### src/rtl/sram_bus_pkg.sv
package sram_bus_pkg;
  localparam int unsigned ADDR_W   = 7;
  localparam int unsigned DATA_W   = 8;
  localparam int unsigned N_SEL_LO = 4;
  localparam int unsigned N_SEL_HI = 2;

  typedef enum logic {
    BUS_WRITE = 1'b0,
    BUS_READ  = 1'b1
  } bus_dir_e;
endpackage

### src/rtl/sram_sel_decode.sv
module sram_sel_decode #(
  parameter int unsigned N_LO = 4,
  parameter int unsigned N_HI = 2
) (
  input  logic [N_LO-1:0] sel_n_i,
  input  logic [N_HI-1:0] sel_i,
  output logic            hit_o
);
  localparam int unsigned N_ALL = N_LO + N_HI;

  logic [N_ALL-1:0] act;

  for (genvar k = 0; k < N_LO; k++) begin : g_lo
    assign act[k] = ~sel_n_i[k];
  end
  for (genvar k = 0; k < N_HI; k++) begin : g_hi
    assign act[N_LO+k] = sel_i[k];
  end

  assign hit_o = &act;
endmodule

### src/rtl/sram_wr_capture.sv
module sram_wr_capture
  import sram_bus_pkg::*;
#(
  parameter int unsigned AW = 7,
  parameter int unsigned DW = 8
) (
  input  logic          clk_i,
  input  logic          rst_ni,
  input  logic          hit_i,
  input  logic          rw_i,
  input  logic [AW-1:0] addr_i,
  input  logic [DW-1:0] wdata_i,
  output logic          sel_q_o,
  output logic          wr_en_o,
  output logic [AW-1:0] wr_addr_o,
  output logic [DW-1:0] wr_data_o
);
  logic          sel_q;
  bus_dir_e      dir_q;
  logic [AW-1:0] addr_q;
  logic [DW-1:0] data_q;

  always_ff @(posedge clk_i or negedge rst_ni) begin
    if (!rst_ni) begin
      sel_q  <= 1'b0;
      dir_q  <= BUS_READ;
      addr_q <= '0;
      data_q <= '0;
    end else begin
      sel_q <= hit_i;
      // hold the last in-pulse sample for the trailing edge
      if (hit_i) begin
        dir_q  <= bus_dir_e'(rw_i);
        addr_q <= addr_i;
        data_q <= wdata_i;
      end
    end
  end

  assign sel_q_o   = sel_q;
  assign wr_en_o   = sel_q && !hit_i && (dir_q == BUS_WRITE);
  assign wr_addr_o = addr_q;
  assign wr_data_o = data_q;

  p_commit_on_fall_r4: assert property (@(posedge clk_i) disable iff (!rst_ni)
    wr_en_o |-> ($past(hit_i) && !hit_i));

  p_commit_dir_r6: assert property (@(posedge clk_i) disable iff (!rst_ni)
    wr_en_o |-> !$past(rw_i));

  p_commit_addr_r5: assert property (@(posedge clk_i) disable iff (!rst_ni)
    wr_en_o |-> (wr_addr_o == $past(addr_i)) && (wr_data_o == $past(wdata_i)));
endmodule

### src/rtl/sram_array.sv
module sram_array #(
  parameter int unsigned AW = 7,
  parameter int unsigned DW = 8
) (
  input  logic          clk_i,
  input  logic          we_i,
  input  logic [AW-1:0] waddr_i,
  input  logic [DW-1:0] wdata_i,
  input  logic [AW-1:0] raddr_i,
  output logic [DW-1:0] rdata_o
);
  localparam int unsigned DEPTH = 1 << AW;

  logic [DW-1:0] mem [DEPTH];

  always_ff @(posedge clk_i) begin
    if (we_i) mem[waddr_i] <= wdata_i;
  end

  assign rdata_o = mem[raddr_i];
endmodule

### src/rtl/sram_bus128.sv
module sram_bus128
  import sram_bus_pkg::*;
#(
  parameter int unsigned AW   = ADDR_W,
  parameter int unsigned DW   = DATA_W,
  parameter int unsigned N_LO = N_SEL_LO,
  parameter int unsigned N_HI = N_SEL_HI
) (
  input  logic            clk_i,
  input  logic            rst_ni,
  input  logic [AW-1:0]   addr_i,
  input  logic [DW-1:0]   wdata_i,
  input  logic            rw_i,
  input  logic [N_LO-1:0] sel_n_i,
  input  logic [N_HI-1:0] sel_i,
  output logic [DW-1:0]   rdata_o,
  output logic            oe_o
);
  logic          hit;
  logic          sel_q;
  logic          wr_en;
  logic [AW-1:0] wr_addr;
  logic [DW-1:0] wr_data;
  logic [DW-1:0] arr_rdata;

  sram_sel_decode #(.N_LO(N_LO), .N_HI(N_HI)) u_dec (
    .sel_n_i (sel_n_i),
    .sel_i   (sel_i),
    .hit_o   (hit)
  );

  sram_wr_capture #(.AW(AW), .DW(DW)) u_cap (
    .clk_i     (clk_i),
    .rst_ni    (rst_ni),
    .hit_i     (hit),
    .rw_i      (rw_i),
    .addr_i    (addr_i),
    .wdata_i   (wdata_i),
    .sel_q_o   (sel_q),
    .wr_en_o   (wr_en),
    .wr_addr_o (wr_addr),
    .wr_data_o (wr_data)
  );

  sram_array #(.AW(AW), .DW(DW)) u_arr (
    .clk_i   (clk_i),
    .we_i    (wr_en),
    .waddr_i (wr_addr),
    .wdata_i (wr_data),
    .raddr_i (addr_i),
    .rdata_o (arr_rdata)
  );

  // rw_i is combinational into the enable on purpose
  assign oe_o    = sel_q && (rw_i == BUS_READ);
  assign rdata_o = oe_o ? arr_rdata : '0;

  p_oe_all_sel_r1: assert property (@(posedge clk_i) disable iff (!rst_ni)
    oe_o |-> ($past(sel_n_i) == '0) && ($past(sel_i) == '1));

  p_oe_read_only_r2: assert property (@(posedge clk_i) disable iff (!rst_ni)
    oe_o |-> rw_i);

  p_quiet_bus_r3: assert property (@(posedge clk_i) disable iff (!rst_ni)
    !oe_o |-> (rdata_o == '0));

  always_comb begin
    if (!rst_ni) begin
      p_reset_off_r7: assert (!oe_o);
    end
  end
endmodule

### config.mk
export PLATFORM = sky130hd
export DESIGN_NAME = sram_bus128
export DESIGN_NICKNAME = d
export VERILOG_FILES = /design/src/rtl/sram_bus_pkg.sv /design/src/rtl/sram_sel_decode.sv /design/src/rtl/sram_wr_capture.sv /design/src/rtl/sram_array.sv /design/src/rtl/sram_bus128.sv
export SDC_FILE = /design/constraint.sdc
export NUM_CORES = 1
export LEC_CHECK = 0
export BUFFER_PORTS_ARGS = -buffer_cell sky130_fd_sc_hd__buf_4
export CORE_MARGIN = 2
export CORE_UTILIZATION = 50
export CTS_CLUSTER_SIZE = 28
export DETAILED_ROUTE_END_ITERATION = 12
export PLACE_DENSITY = 0.68
export RECOVER_POWER = 25
export SYNTH_ARGS = -nofsm -noshare
export SYNTH_HDL_FRONTEND = slang
export SYNTH_SLANG_ARGS = --single-unit
### constraint.sdc
create_clock -name clk_i -period 2.1 [get_ports clk_i]
set_input_delay 0.105 -clock clk_i [delete_from_list [all_inputs] [get_ports clk_i]]
set_output_delay 0.105 -clock clk_i [all_outputs]
set_load 0.02 [all_outputs]
==> results.toml <==
[critical_path]
r2r_cells = 1
cpMaxStageDelayCell = "mux4_2"
cp-start-kind = "flop"
crit_arrival_ns = 2.73
timing.rr.start = "u_cap.wr_data_o[2]$_DFFE_PN0P_"
r2r_end = "u_arr.mem[84][2]$_DFFE_PP_"
worstSetupPathType = "reg2out"
setup.worst_path.start = "u_arr.mem[117][3]$_DFFE_PP_"
crit_fanout = 1
crit_end = "rdata_o[3]"
cp_cell_sequence = "mux4_2 > and3_4 > a31oi_4 > nand4_1 > o31ai_1 > buf_4 > nand3_4 > buf_6"
cp-end-kind = "output port"
max_stage_delay_ns = 0.51
crit_required_ns = 2.00
reg2reg_slack_ns = 0.01

[placed_design]
gp_congestion = 0.884
place_inst = 3395
dp.final_hpwl_um = 64400
placed_cell_area_um2 = 44800
numPortBuffers = 32

[yosys]
synth_edf_count = 1024
synth_area_leader_cell = "edfxtp_1"
yosysMostFrequentCell = "edfxtp_1"
yosysSeqAreaShare_pct = 76.7
syn_inst = 2065
netlist.area_leader.share_pct = 75.7
synth_commonest_cells = "edfxtp_1, mux4_2, mux2i_1"
synth.distinct_cells = 44
synth_area_um2 = 40600
ys_ff_latch = 1041
synthFlopType = "edfxtp_1"
yosysWarnings = 0
syn_nets = 2089
postSynth.asyncResetShare_pct = 1.63
synthTopCellsByArea = "edfxtp_1, mux4_2, mux2i_1"
syn_area_per_cell_um2 = 19.7

[clock_network]
clock_latency_ns = 0.67
clock_sinks = 1041
cts_htree_levels = 3
root_buffer = "clkbuf_16"
path_clk_slew_ns = 0.06
cts_tree = "built"
cts_inserted_buffers = 100
clock_path_buffers = 3

[drt]
remaining_drc_errors = 0
dr_total_vias = 21692
viasPerCell = 6.03
drt-total-wl_um = 97300
routedWlPerCell_um = 27.1
ant_nets = 0
drtPass1Iterations = 5
drtIter0Drc = 2600

[die]
fp-row-count = 104
die_height_um = 289
pin_count = 33
die_area_um2 = 83500
die_w_um = 289
initial_core_util_pct = 50.4
coreArea_um2 = 80500

[timing]
slew-limit-headroom_pct = -6.84
finalClockSkew_ns = 0.0341
fmax_ghz = 0.353
hold_viol = 0
slew_violations = 41
finalSetupViolations = 8
finalCritPeriodShare_pct = 135
tightest_slew_ns = 1.60
rsz0062_at_grt = "true"
worst_slack_ns = -0.735
period_needed_ns = 2.84

[global_route]
grt_pass1_wl_um = 144000
grt_max_degree = 92
grt_pass1_vias = 21965
antenna_found_initial = 2
grt-ovfl-total = 0
gr-usage-all-layers_pct = 23.6

[outcome]
status = "finished with violations"
violations = "max-capacitance violations, max-slew violations, negative setup slack"

[layout]
layout.nets = 2480
fin_area_um2 = 48700
multi_input_area_um2 = 9480
ff_latch_area_um2 = 31200
instances_no_fill = 3595
drive_gt1_share_pct = 33.0
area_delta_synth_final_pct = 19.8
n_fill_cell = 5535

[job]
drv_cap = 1

[power_and_ir_drop]
powerDensity_nw_per_um2 = 915
p_leak_uw = 0.0163
peakVddDrop_mv = 0.620

[worst_hold_path]
min_path_type = "in2reg"
==> critical path: cells and delay by family (launching register included) <==
kind	cells	cell delay, ns
AOI/OAI and AO/OA	2	0.43
buffers and inverters	2	0.38
DFF	1	0.38
muxes	1	0.51
and+or+nand+nor	3	0.38
==> power breakdown <==
group	total (uW)	switching (uW)	internal (uW)
Combinational	3210	2100	1110
Sequential	24100	294	23800
Clock	17200	7390	9790
Total	44500	9790	34700
==> routing by layer <==
layer / global-route usage, % / vias to the layer above / share of wire [%]
li1: - / 9259 / -
met1: 33.3 / 11236 / 41
met5: 0 / - / 0.010
met2: 37.5 / 1040 / 48
met3: 4.46 / 155 / 8.5
met4: 7.80 / 2 / 2.8
==> kinds of logic (layout without fill, tap and decap cells) <==
| group | Yosys count | in the layout | share of synthesized area, % |
|---|---|---|---|
| muxes | 363 | 363 | 14.6 |
| buffers and inverters | 109 | 578 | 1.44 |
| other | 0 | 1 | 0 |
| AOI/OAI and AO/OA | 164 | 164 | 2.88 |
| and+or+nand+nor | 388 | 388 | 4.33 |
| DFF | 1041 | 1041 | 76.7 |
==> state kept, by name, summed over array words and instances, names as in the netlist <==
name             flops
u_cap.sel_q_o        1
u_arr.mem         1024
u_cap.wr_addr_o      7
u_cap.dir_q          1
u_cap.wr_data_o      8
==> cell usage in the layout, fill, tap and decap left out, types with 10 or more instances in the layout <==
master            n
clkinv_2         19
a22oi_1          62
mux4_2          182
buf_4           318
nand4_1          18
o22a_1           10
nor2_2           51
nand2_1          84
clkbuf_1         24
nor2_1           97
mux2i_1         164
clkinv_1         23
clkbuf_16       103
dlygate4sd3_1    15
edfxtp_1       1024
nor2b_1          20
a21oi_1          25
mux2_2           17
buf_12           40
nor2_4           10
nand3_1          54
==> area by class of cell <==
type / instances / share of cell area (%)
Antenna cell: 1 / 0.00514
Clock buffer: 124 / 5.46
Clock inverter: 56 / 0.934
Inverter: 4 / 0.0309
Multi-Input combinational cell: 915 / 19.5
Sequential cell: 1041 / 64.1
Tap cell: 1060 / 2.73
Timing Repair Buffer: 394 / 7.24
==> through the flow <==
stage / hold slack, ns / TNS [ns] / setup slack (ns) / utilization [%] / power [uW]
after CTS: 0.00549 / -6.05 / -0.772 / 60.2 / 44800
after detailed placement: -0.00238 / -26.65 / -0.805 / 55.6 / 27700
final: 0.0412 / -5.39 / -0.735 / 60.4 / 44500
after floorplan: -0.191 / 0 / 0.163 / - / 25900
after global placement: -0.00429 / -12.81 / -0.895 / 55.6 / 27500
after global routing: 0.0858 / -12.08 / -0.794 / 60.4 / 45800
==> worst min path at each step <==
stage,startpoint,endpoint,cells after the start,slack (ns)
final,sel_i[1],u_cap.wr_data_o[0]$_DFFE_PN0P_,5,0.04
after global routing,sel_i[1],u_cap.wr_addr_o[0]$_DFFE_PN0P_,5,0.09
after CTS,sel_i[1],u_cap.wr_addr_o[0]$_DFFE_PN0P_,5,0.005
after detailed placement,rst_ni,u_cap.wr_data_o[2]$_DFFE_PN0P_,1,-0.002
after global placement,rst_ni,u_cap.wr_data_o[5]$_DFFE_PN0P_,1,-0.004
after floorplan,rst_ni,u_cap.sel_q_o$_DFF_PN0_,0,-0.19
==> repair_timing <==
item | CTS | global route
resized for setup | 108 | 42
endpoints found under the hold margin | 28 | 0
buffers inserted | 0 | 4
hold buffers | 15 | 0
pin swaps | 31 | 15
setup endpoints to repair | 266 | 329
(Power assumes the default switching activity.)
